<file path="src/rtl/bpmux_pkg.sv">
package bpmux_pkg;
  localparam int NUM_TRIB     = 4;
  localparam int TS_PER_FRAME = 24;
  localparam int LONG_SLOTS   = 32;
  localparam int BYTE_W       = 8;

  localparam int TRIB_W    = $clog2(NUM_TRIB);
  localparam int TS_W      = $clog2(LONG_SLOTS);
  localparam int BIT_W     = $clog2(BYTE_W);
  localparam int F_BITS    = NUM_TRIB;
  localparam int NUM_BYTES = NUM_TRIB * TS_PER_FRAME;
  localparam int SHORT_LEN = NUM_TRIB * (TS_PER_FRAME * BYTE_W + 1);
  localparam int LONG_LEN  = NUM_TRIB * LONG_SLOTS * BYTE_W;
  localparam int POS_W     = $clog2(LONG_LEN);

  typedef struct packed {
    logic              fetch;
    logic [TRIB_W-1:0] fetchTrib;
    logic [TS_W-1:0]   fetchTs;
    logic              load;
    logic              phase0;
    logic              selF;
    logic [TRIB_W-1:0] fIdx;
    logic              selByte;
    logic [BIT_W-1:0]  bitSel;
    logic              syncAct;
  } bpStrb_t;
endpackage

</file>
<file path="src/rtl/bpmux_ctrl.sv">
module bpmux_ctrl
  import bpmux_pkg::*;
(
  input  logic       clk,
  input  logic       rst,
  input  logic [1:0] muxMode,
  output bpStrb_t    strb
);
  logic [POS_W-1:0] pos;
  logic             phase;
  logic [POS_W-1:0] frameLast;
  logic [POS_W-1:0] rel;
  logic [POS_W-1:0] byteIdx;
  logic [POS_W-1:0] fetchIdx;
  logic [BIT_W-1:0] bitInByte;
  logic             inF;
  logic             inByte;
  logic             unitStart;
  logic             unitEnd;

  assign frameLast = (muxMode == 2'b00) ? POS_W'(SHORT_LEN - 1) : POS_W'(LONG_LEN - 1);

  // bit position and half-bit phase counters
  always_ff @(posedge clk) begin
    if (rst) begin
      pos   <= '0;
      phase <= 1'b0;
    end else begin
      phase <= ~phase;
      if (phase) pos <= (pos >= frameLast) ? '0 : pos + POS_W'(1);
    end
  end

  always_comb begin
    rel       = pos - POS_W'(F_BITS);
    byteIdx   = rel >> BIT_W;
    bitInByte = rel[BIT_W-1:0];
    inF       = pos < POS_W'(F_BITS);
    inByte    = !inF && (byteIdx < POS_W'(NUM_BYTES));
    fetchIdx  = (pos == '0) ? '0 : byteIdx + POS_W'(1);
    unitStart = !phase && ((pos == '0) || (inByte && bitInByte == '0));
    unitEnd   = phase && ((pos == POS_W'(F_BITS - 1)) ||
                          (inByte && bitInByte == BIT_W'(BYTE_W - 1)));

    strb.fetch     = !rst && unitStart && (fetchIdx < POS_W'(NUM_BYTES));
    strb.fetchTrib = fetchIdx[TRIB_W-1:0];
    strb.fetchTs   = TS_W'(fetchIdx >> TRIB_W);
    strb.load      = !rst && unitEnd &&
                     (inF || (byteIdx + POS_W'(1) < POS_W'(NUM_BYTES)));
    strb.phase0    = !phase;
    strb.selF      = inF;
    strb.fIdx      = pos[TRIB_W-1:0];
    strb.selByte   = inByte;
    strb.bitSel    = BIT_W'(BYTE_W - 1) - bitInByte;

    unique case (muxMode)
      2'b10:   strb.syncAct = (pos < POS_W'(2)) || (pos >= frameLast - POS_W'(1));
      2'b11:   strb.syncAct = (pos == '0) || (pos == frameLast);
      default: strb.syncAct = inF;
    endcase
  end
endmodule

</file>
<file path="src/rtl/bpmux_dp.sv">
module bpmux_dp
  import bpmux_pkg::*;
(
  input  logic                       clk,
  input  logic                       rst,
  input  bpStrb_t                    strb,
  input  logic                       clkInvert,
  input  logic [NUM_TRIB-1:0]        fBit,
  input  logic [NUM_TRIB*BYTE_W-1:0] rdData,
  output logic                       serData,
  output logic                       bitClkEn,
  output logic                       syncAct
);
  logic [BYTE_W-1:0] nextByte;
  logic [BYTE_W-1:0] curByte;
  logic              bitVal;
  logic              s1Data, s1Sync;
  logic              s2Data, s2Sync;

  // one-ahead fetch register and the byte being shifted out
  always_ff @(posedge clk) begin
    if (rst) begin
      nextByte <= '1;
      curByte  <= '1;
    end else begin
      if (strb.fetch) nextByte <= rdData[strb.fetchTrib*BYTE_W +: BYTE_W];
      if (strb.load)  curByte  <= nextByte;
    end
  end

  always_comb begin
    if (strb.selF)         bitVal = fBit[strb.fIdx];
    else if (strb.selByte) bitVal = curByte[strb.bitSel];
    else                   bitVal = 1'b1;
  end

  // stage 1 aligns with bitClkEn, stage 2 is the half-bit shifted copy
  always_ff @(posedge clk) begin
    if (rst) begin
      s1Data   <= 1'b1;
      s1Sync   <= 1'b0;
      s2Data   <= 1'b1;
      s2Sync   <= 1'b0;
      bitClkEn <= 1'b0;
    end else begin
      s1Data   <= bitVal;
      s1Sync   <= strb.syncAct;
      s2Data   <= s1Data;
      s2Sync   <= s1Sync;
      bitClkEn <= strb.phase0;
    end
  end

  assign serData = clkInvert ? s2Data : s1Data;
  assign syncAct = clkInvert ? s2Sync : s1Sync;
endmodule

</file>
<file path="src/rtl/bpmux_top.sv">
module bpmux_top
  import bpmux_pkg::*;
(
  input  logic        clk,
  input  logic        rst,
  input  logic [1:0]  muxMode,
  input  logic        syncActLow,
  input  logic        clkInvert,
  input  logic [3:0]  fBit,
  input  logic [31:0] rdData,
  output logic [3:0]  rdStrobe,
  output logic [4:0]  rdTs,
  output logic        serData,
  output logic        bitClkEn,
  output logic        frameSync
);
  bpStrb_t strb;
  logic    syncAct;

  bpmux_ctrl ctrl_i (
    .clk     (clk),
    .rst     (rst),
    .muxMode (muxMode),
    .strb    (strb)
  );

  bpmux_dp dp_i (
    .clk       (clk),
    .rst       (rst),
    .strb      (strb),
    .clkInvert (clkInvert),
    .fBit      (fBit),
    .rdData    (rdData),
    .serData   (serData),
    .bitClkEn  (bitClkEn),
    .syncAct   (syncAct)
  );

  for (genvar t = 0; t < NUM_TRIB; t++) begin : g_strobe
    assign rdStrobe[t] = strb.fetch && (strb.fetchTrib == TRIB_W'(t));
  end

  assign rdTs      = strb.fetchTs;
  assign frameSync = syncAct ^ (syncActLow && muxMode[1]);
endmodule

</file>
<file path="config.mk">
export PLATFORM = sky130hd
export DESIGN_NAME = bpmux_top
export DESIGN_NICKNAME = d
export VERILOG_FILES = /design/src/rtl/bpmux_pkg.sv /design/src/rtl/bpmux_ctrl.sv /design/src/rtl/bpmux_dp.sv /design/src/rtl/bpmux_top.sv
export SDC_FILE = /design/constraint.sdc
export NUM_CORES = 1
export LEC_CHECK = 0
export ABC_AREA = 0
export BUFFER_PORTS_ARGS = -buffer_cell sky130_fd_sc_hd__buf_2
export CAP_MARGIN = 30
export CORE_UTILIZATION = 50
export DETAILED_ROUTE_END_ITERATION = 10
export MAX_ROUTING_LAYER = met4
export PLACE_DENSITY = 0.74
export SLEW_MARGIN = 10
export SYNTH_ARGS = -nofsm -noshare
export SYNTH_HDL_FRONTEND = slang
export SYNTH_SLANG_ARGS = --single-unit
</file>
<file path="constraint.sdc">
create_clock -name clk -period 6.53 [get_ports clk]
set_input_delay 0.653 -clock clk [delete_from_list [all_inputs] [get_ports clk]]
set_output_delay 0.653 -clock clk [all_outputs]
set_load 0.02 [all_outputs]
</file>
==> results.txt, run 1 <==
Total Neg Setup Slack: 0 ns
Quantity of hold-fixing buffers added after cts: 0
Gpl congestion: 0.945
Final Hold Fails: 0
Max Cap Viol: 0
Post-synthesis compound-gate area fraction: 0.146
I/O pin cnt: 54
Final setup fails: 0
Worst vdd ir: 143 uV
Least-Margin Pin Slew: 0.778 ns
Inserted Diodes: 0
Worst Hold Class: register to register
Row cnt: 25
R2r setup slk: 3.19 ns
Combinational family with the most area after synthesis: simple AND/OR/NAND/NOR gates
Residual DRC count: 0
Slew Limit Fails: 0
Adder-Cell Fraction of Synth Area: 0.0304
Fmax: 245 MHz
Yosys top cell area share: 0.251
Pre-antenna DRT Iters: 4
Synth area leader: dfxtp_1
Outcome: finished, final reports clean
Detailed Place HPWL: 4240 um
Setup bufs post-CTS: 0
CTS max path bufs: 2
Synth Area in XOR/XNOR: 0.0603
Async set-reset flop share out of synthesis: 0
CTS H-tree depth: 2
Cts bufs inserted: 5
First-pass GRT wire length: 9130 um
Post-CTS Resized: 0
Synth Flop Type: dfxtp_1
Final ANT Viol Nets: 0
FF+latch count, synth: 31
Largest net degree at the start of global routing: 30
IO Port Bufs: 53
Ratio of cells with drive above 1 in the final layout: 0.255
Die Wd: 72.3 um
Crit Path Category: register to primary output
Unique masters post-synth: 58
Area of the mapped netlist: 2470 sq um
CP Data Required Time: 5.88 ns
CP max FO: 27
Via count: 2,256
Hold WS: 0.454 ns
Die footprint: 5230 sq um
Core Footprint: 4750 sq um
Fin crit period: 4.08 ns
Reg clk slew, reported paths: 0.07 ns
CTS root buffer: clkbuf_8
Post-synthesis mux area share: 0.146
Routed vias/inst: 5.58
Ys Warns: 0
GRT overflow: 0
Initial DRC Count: 149
Post-Route WL: 5700 um
Initial antenna violation count: 0
Worst clock skew: 0.00820 ns
Avg WL per Cell: 14.1 um
Critical R2R Capture: dp_i.curByte[1]$_SDFFE_PP1P_
CP startpoint kind: register
Critical path startpoint: ctrl_i.pos[2]$_SDFFE_PP0P_
Syn nets: 351
Worst reg2reg startpoint: ctrl_i.pos[2]$_SDFFE_PP0P_
Starting Density: 0.520
EDFF count, synth: 0
Syn Area/Cell: 8.16 sq um
Power per cell area: 169 nW/um^2
Simple-Gate Fraction of Synth Area: 0.266
Layout area overhead: 10.8%
GRT Total Usage: 0.230
NumNets Final: 384
Critical Path End: rdStrobe[0]
Crit end category: primary output
Final period util: 0.625
CTS tree: yes
Layout fillers: 462
Chip Height: 72.3 um
Cells after Synth: 303
RSZ-0062 raised after global routing: false
Worst relative slew slack: 0.481
P_leak: 1.14 nW
Vias in the first global route: 2,002
Critical path arrival: 3.43 ns
Synth top area cells: dfxtp_1 25%, mux2i_1 11%, nor2_1 9.7%
Clock insertion delay at the later pin of the skew report: 0.28 ns
R2r worst-path depth: 10
Seq/Total Area, Yosys: 0.251
Clock sink count: 31
==> per-layer routing <==
metal	track usage	vias to the layer above	routed length, um
li1	-	1132	-
met1	0.278	1016	2500
met2	0.378	92	2730
met3	0.0458	16	316
met4	0.0893	0	142
met5	-	-	0
==> registers in the layout, summed over array words and instances (netlist names) <==
signal,count
ctrl_i.pos,10
dp_i.curByte,8
dp_i.nextByte,8
ctrl_i.phase,1
dp_i.s1Data,1
dp_i.s1Sync,1
dp_i.s2Data,1
dp_i.s2Sync,1
==> cell families (layout without fill, tap and decap cells) <==
kind of cell	count (synthesis)	after routing
adder cells (fa/ha/maj)	6	6
multiplexers	32	32
XOR/XNOR	17	17
flip-flops	31	31
buffers and inverters	35	69
AND/OR/NAND/NOR	135	135
AO/OA/AOI/OAI	47	47
==> stage by stage <==
| stage | worst slack (ns) | area (sq um) | power, mW | util | cells |
|---|---|---|---|---|---|
| 2_1_floorplan | 2.80 | 2470 | 0.256 | - | 303 |
| 3_3_place_gp | 2.41 | 2600 | 0.278 | 0.546 | 395 |
| 3_5_place_dp | 2.28 | 2600 | 0.279 | 0.546 | 395 |
| 4_1_cts | 1.97 | 2710 | 0.465 | 0.570 | 403 |
| 5_1_grt | 2.18 | 2740 | 0.482 | 0.576 | 404 |
| 6_report | 2.45 | 2740 | 0.462 | 0.576 | 404 |
==> how the worst min path moves through the flow <==
stage | from | end | slack [ns] | depth (start not counted)
final | dp_i.s1Data$_SDFF_PP1_ | dp_i.s2Data$_SDFF_PP1_ | 0.45 | 1
after global routing | dp_i.s1Data$_SDFF_PP1_ | dp_i.s2Data$_SDFF_PP1_ | 0.48 | 1
after CTS | dp_i.s1Data$_SDFF_PP1_ | dp_i.s2Data$_SDFF_PP1_ | 0.46 | 1
after detailed placement | dp_i.s1Data$_SDFF_PP1_ | dp_i.s2Data$_SDFF_PP1_ | 0.44 | 1
after global placement | dp_i.s1Data$_SDFF_PP1_ | dp_i.s2Data$_SDFF_PP1_ | 0.43 | 1
after floorplan | dp_i.s1Data$_SDFF_PP1_ | dp_i.s2Data$_SDFF_PP1_ | 0.41 | 1
==> cells in the final DEF (no fill, tap or decap), types with 2 or more instances in the layout <==
master,Yosys,layout
a21oi_1,11,11
nand4_1,4,4
clkbuf_8,4,5
or2_2,2,2
nand2_1,28,28
nand3_1,9,9
o21bai_1,3,3
xnor2_1,12,12
ha_1,6,6
and3_2,2,2
inv_1,7,7
o21a_1,2,2
nor2_1,64,64
o221ai_1,8,8
nor3b_2,2,2
and3_1,4,4
mux4_2,3,3
nor3b_1,3,3
mux2i_1,27,27
a211oi_1,2,2
buf_2,1,53
mux2_2,2,2
nor3_1,6,6
xor2_1,5,5
o21ai_0,4,4
dfxtp_1,31,31
nor2b_1,2,2
==> report_power, final <==
| part | switching, mW | leakage (nW) | internal [mW] |
|---|---|---|---|
| Clock | 0.0735 | 0.0581 | 0.113 |
| Sequential | 0.00608 | 0.253 | 0.197 |
| Combinational | 0.0404 | 0.833 | 0.0323 |
==> synthesized netlist by cell type, drive strengths merged, types with 3 or more instances <==
cell and n:
o21bai 3, xor2 5, ha 6, nor4 3, nand4 4, nand3 9
buf 12, o221ai 8, nand2 28, mux2i 27, xnor2 12, o21ai 5
and3 6, mux4 3, clkbuf 14, inv 7, nor3b 5, a21oi 11
nor3 6, dfxtp 31, nor2 64
==> critical path: stages, from the launching register on <==
cell,delay (ns)
dfxtp_1,0.68
inv_1,0.21
ha_1,0.41
buf_16,0.20
inv_1,0.12
ha_1,0.25
o21a_1,0.23
a31oi_1,0.12
o22ai_2,0.64
nor2_1,0.10
buf_2,0.19
==> final cells by class <==
type,count,area [sq um],share of cell area
multi-input combinational,237,1600,0.585
sequential,31,621,0.227
timing repair buffer,54,293,0.107
tap,67,83.8,0.0306
clock buffer,5,68.8,0.0251
clock inverter,3,43.8,0.0160
inverter,7,26.3,0.00960
Power figures use the tool's default switching activity.
==> inputs of run 2 (changes only) <==
==> constraint.sdc (replaced) <==
create_clock -name clk -period 4 [get_ports clk]
set_input_delay 0.4 -clock clk [delete_from_list [all_inputs] [get_ports clk]]
set_output_delay 0.4 -clock clk [all_outputs]
set_load 0.02 [all_outputs]
==> results.txt, run 2 (synthesis gave the netlist of run 1 again) <==
Outcome: finished, final reports clean
Worst relative slew slack: 0.532 (+0.0508)
Final period util: 0.899
Routed vias/inst: 5.54 (-0.74%)
Final cell count without fillers: 407 (+0.74%)
Post-CTS Resized: 0 (unchanged)
Crit end category: primary output
Total Neg Setup Slack: 0 ns (unchanged)
Die Wd: 72.3 um (unchanged)
Layout area overhead: 11.1%
Area post-placement: 2630 sq um (+1.2%)
I/O pin cnt: 54 (unchanged)
CP startpoint kind: register
Inserted Diodes: 0 (unchanged)
Worst reg2reg startpoint: ctrl_i.pos[2]$_SDFFE_PP0P_
Total power: 774 uW (+67%)
CTS max path bufs: 2 (unchanged)
R2r setup slk: 0.65 ns (-2.54 ns)
Largest net degree at the start of global routing: 28 (-6.7%)
Gpl congestion: 0.929 (-1.7%)
Detailed Place HPWL: 4200 um (-0.82%)
Cts bufs inserted: 5 (unchanged)
CP max FO: 27 (unchanged)
Final Hold Fails: 0 (unchanged)
Clock sink count: 31 (unchanged)
Power per cell area: 282 nW/um^2 (+67%)
Reg clk slew, reported paths: 0.07 ns (about the same)
GRT Total Usage: 0.239 (+0.00856)
R2r worst-path depth: 10 (unchanged)
Critical path's slowest cell: dfxtp_1
CTS root buffer: clkbuf_8
Initial DRC Count: 145 (-2.7%)
CP Buf/Inv Count: 5 (+1)
Critical path arrival: 3.20 ns (-0.23 ns)
Quantity of hold-fixing buffers added after cts: 0 (unchanged)
Row cnt: 25 (unchanged)
Clock insertion delay at the later pin of the skew report: 0.28 ns (about the same)
CTS tree: yes
Slew Limit Fails: 0 (unchanged)
Biggest regs: ctrl_i.pos: 10 flops, dp_i.curByte: 8 flops, dp_i.nextByte: 8 flops
Worst path cell trace: inv_1 -> ha_1 -> buf_4 -> inv_1 -> ha_1 -> nor2b_1 -> buf_4 -> nor3b_2 -> buf_2
Commonest cells after routing, fill and taps aside: 64 x nor2_1, 53 x buf_2, 31 x dfxtp_1, 28 x nand2_1, 27 x mux2i_1
Max FFs per register: 10 (unchanged)
Avg WL per Cell: 13.7 um (-2.8%)
RSZ-0062 raised after global routing: false
Initial antenna violation count: 0 (unchanged)
Post-route cell area: 2750 sq um (+0.27%)
Finished Core Util: 0.577 (+0.00158)
Worst path top cell family by delay: buffers and inverters
Largest Register: ctrl_i.pos
Worst Hold Class: primary input to register
Worst path depth: 9 (-1)
Final setup fails: 0 (unchanged)
Starting Density: 0.520 (unchanged)
IO Port Bufs: 53 (unchanged)
Crit Path Category: register to primary output
Pre-antenna DRT Iters: 5 (+1)
Worst vdd ir: 202 uV (+42%)
Residual DRC count: 0 (unchanged)
Via count: 2,256 (unchanged)
Critical path startpoint: ctrl_i.pos[2]$_SDFFE_PP0P_
Vias in the first global route: 2,007 (+0.25%)
Final worst slack: 0.402 ns (-2.05 ns)
Setup bufs post-CTS: 0 (unchanged)
Fin crit period: 3.60 ns
Ratio of cells with drive above 1 in the final layout: 0.262 (+0.00657)
GRT overflow: 0 (unchanged)
Most common cell after layout, fill and taps aside: nor2_1
Slowest stage delay, CP: 0.68 ns (about the same)
CTS H-tree depth: 2 (unchanged)
Chip Height: 72.3 um (unchanged)
Final ANT Viol Nets: 0 (unchanged)
DP Cell Count: 399 (+1.0%)
Critical R2R Capture: dp_i.curByte[3]$_SDFFE_PP1P_
First-pass GRT wire length: 9420 um (+3.2%)
P_leak: 1.16 nW (+0.99%)
Worst clock skew: 0.00597 ns (-0.00223 ns)
Core Footprint: 4750 sq um (unchanged)
Post-Route WL: 5580 um (-2.1%)
Max Cap Viol: 0 (unchanged)
Pre-CTS setup slack: 0.676 ns (-1.60 ns)
CP Data Required Time: 3.60 ns (-2.28 ns)
Critical Path End: rdStrobe[2]
Fmax: 278 MHz
Hold WS: 0.411 ns (-0.0425 ns)
Worst hold stages: 3 (+2)
NumNets Final: 387 (+0.78%)
Die footprint: 5230 sq um (unchanged)
Least-Margin Pin Slew: 0.700 ns (-0.0777 ns)
[run 2: cell count changes in the layout (fill, tap and decap cells not counted)]
| cell | delta |
|---|---|
| buf_16 | -1 |
| clkbuf_8 | +1 |
| clkinv_4 | -1 |
| buf_4 | +4 |
[run 2: worst min-delay path by stage]
stage                                start                endpoint  slack [ns]
finish                          muxMode[1]  dp_i.s1Sync$_SDFF_PP0_        0.41
CTS                             muxMode[1]  dp_i.s1Sync$_SDFF_PP0_        0.41
detailed placement  dp_i.s1Data$_SDFF_PP1_  dp_i.s2Data$_SDFF_PP1_        0.43
global placement    dp_i.s1Data$_SDFF_PP1_  dp_i.s2Data$_SDFF_PP1_        0.43
global route                    muxMode[1]  dp_i.s1Sync$_SDFF_PP0_        0.43
floorplan           dp_i.s1Data$_SDFF_PP1_  dp_i.s2Data$_SDFF_PP1_        0.41
[run 2: routing by layer]
metal	vias up	wire length [um]	track usage
li1	1139	-	-
met1	1020	2420	0.294
met2	81	2700	0.394
met3	16	327	0.0403
met4	0	127	0.0850
met5	-	0	-
[run 2: area by class of cell]
type                       count  area [sq um]
sequential                    31           621
clock buffer                   6          82.6
tap                           67          83.8
clock inverter                 2          35.0
multi-input combinational    237          1600
inverter                       7          26.3
timing repair buffer          57           295
fill                         478          2010
[run 2: worst min-delay path, delay by kind of cell]
kind                   cells  cell delay, ns
AOI/OAI and AO/OA          1            0.07
buffers and inverters      1            0.11
and+or+nand+nor            1            0.08
[run 2: where the power goes]
group          switching [mW]  internal (mW)
clock                   0.121          0.201
sequential            0.00961          0.321
combinational          0.0664         0.0548
total                   0.197          0.577
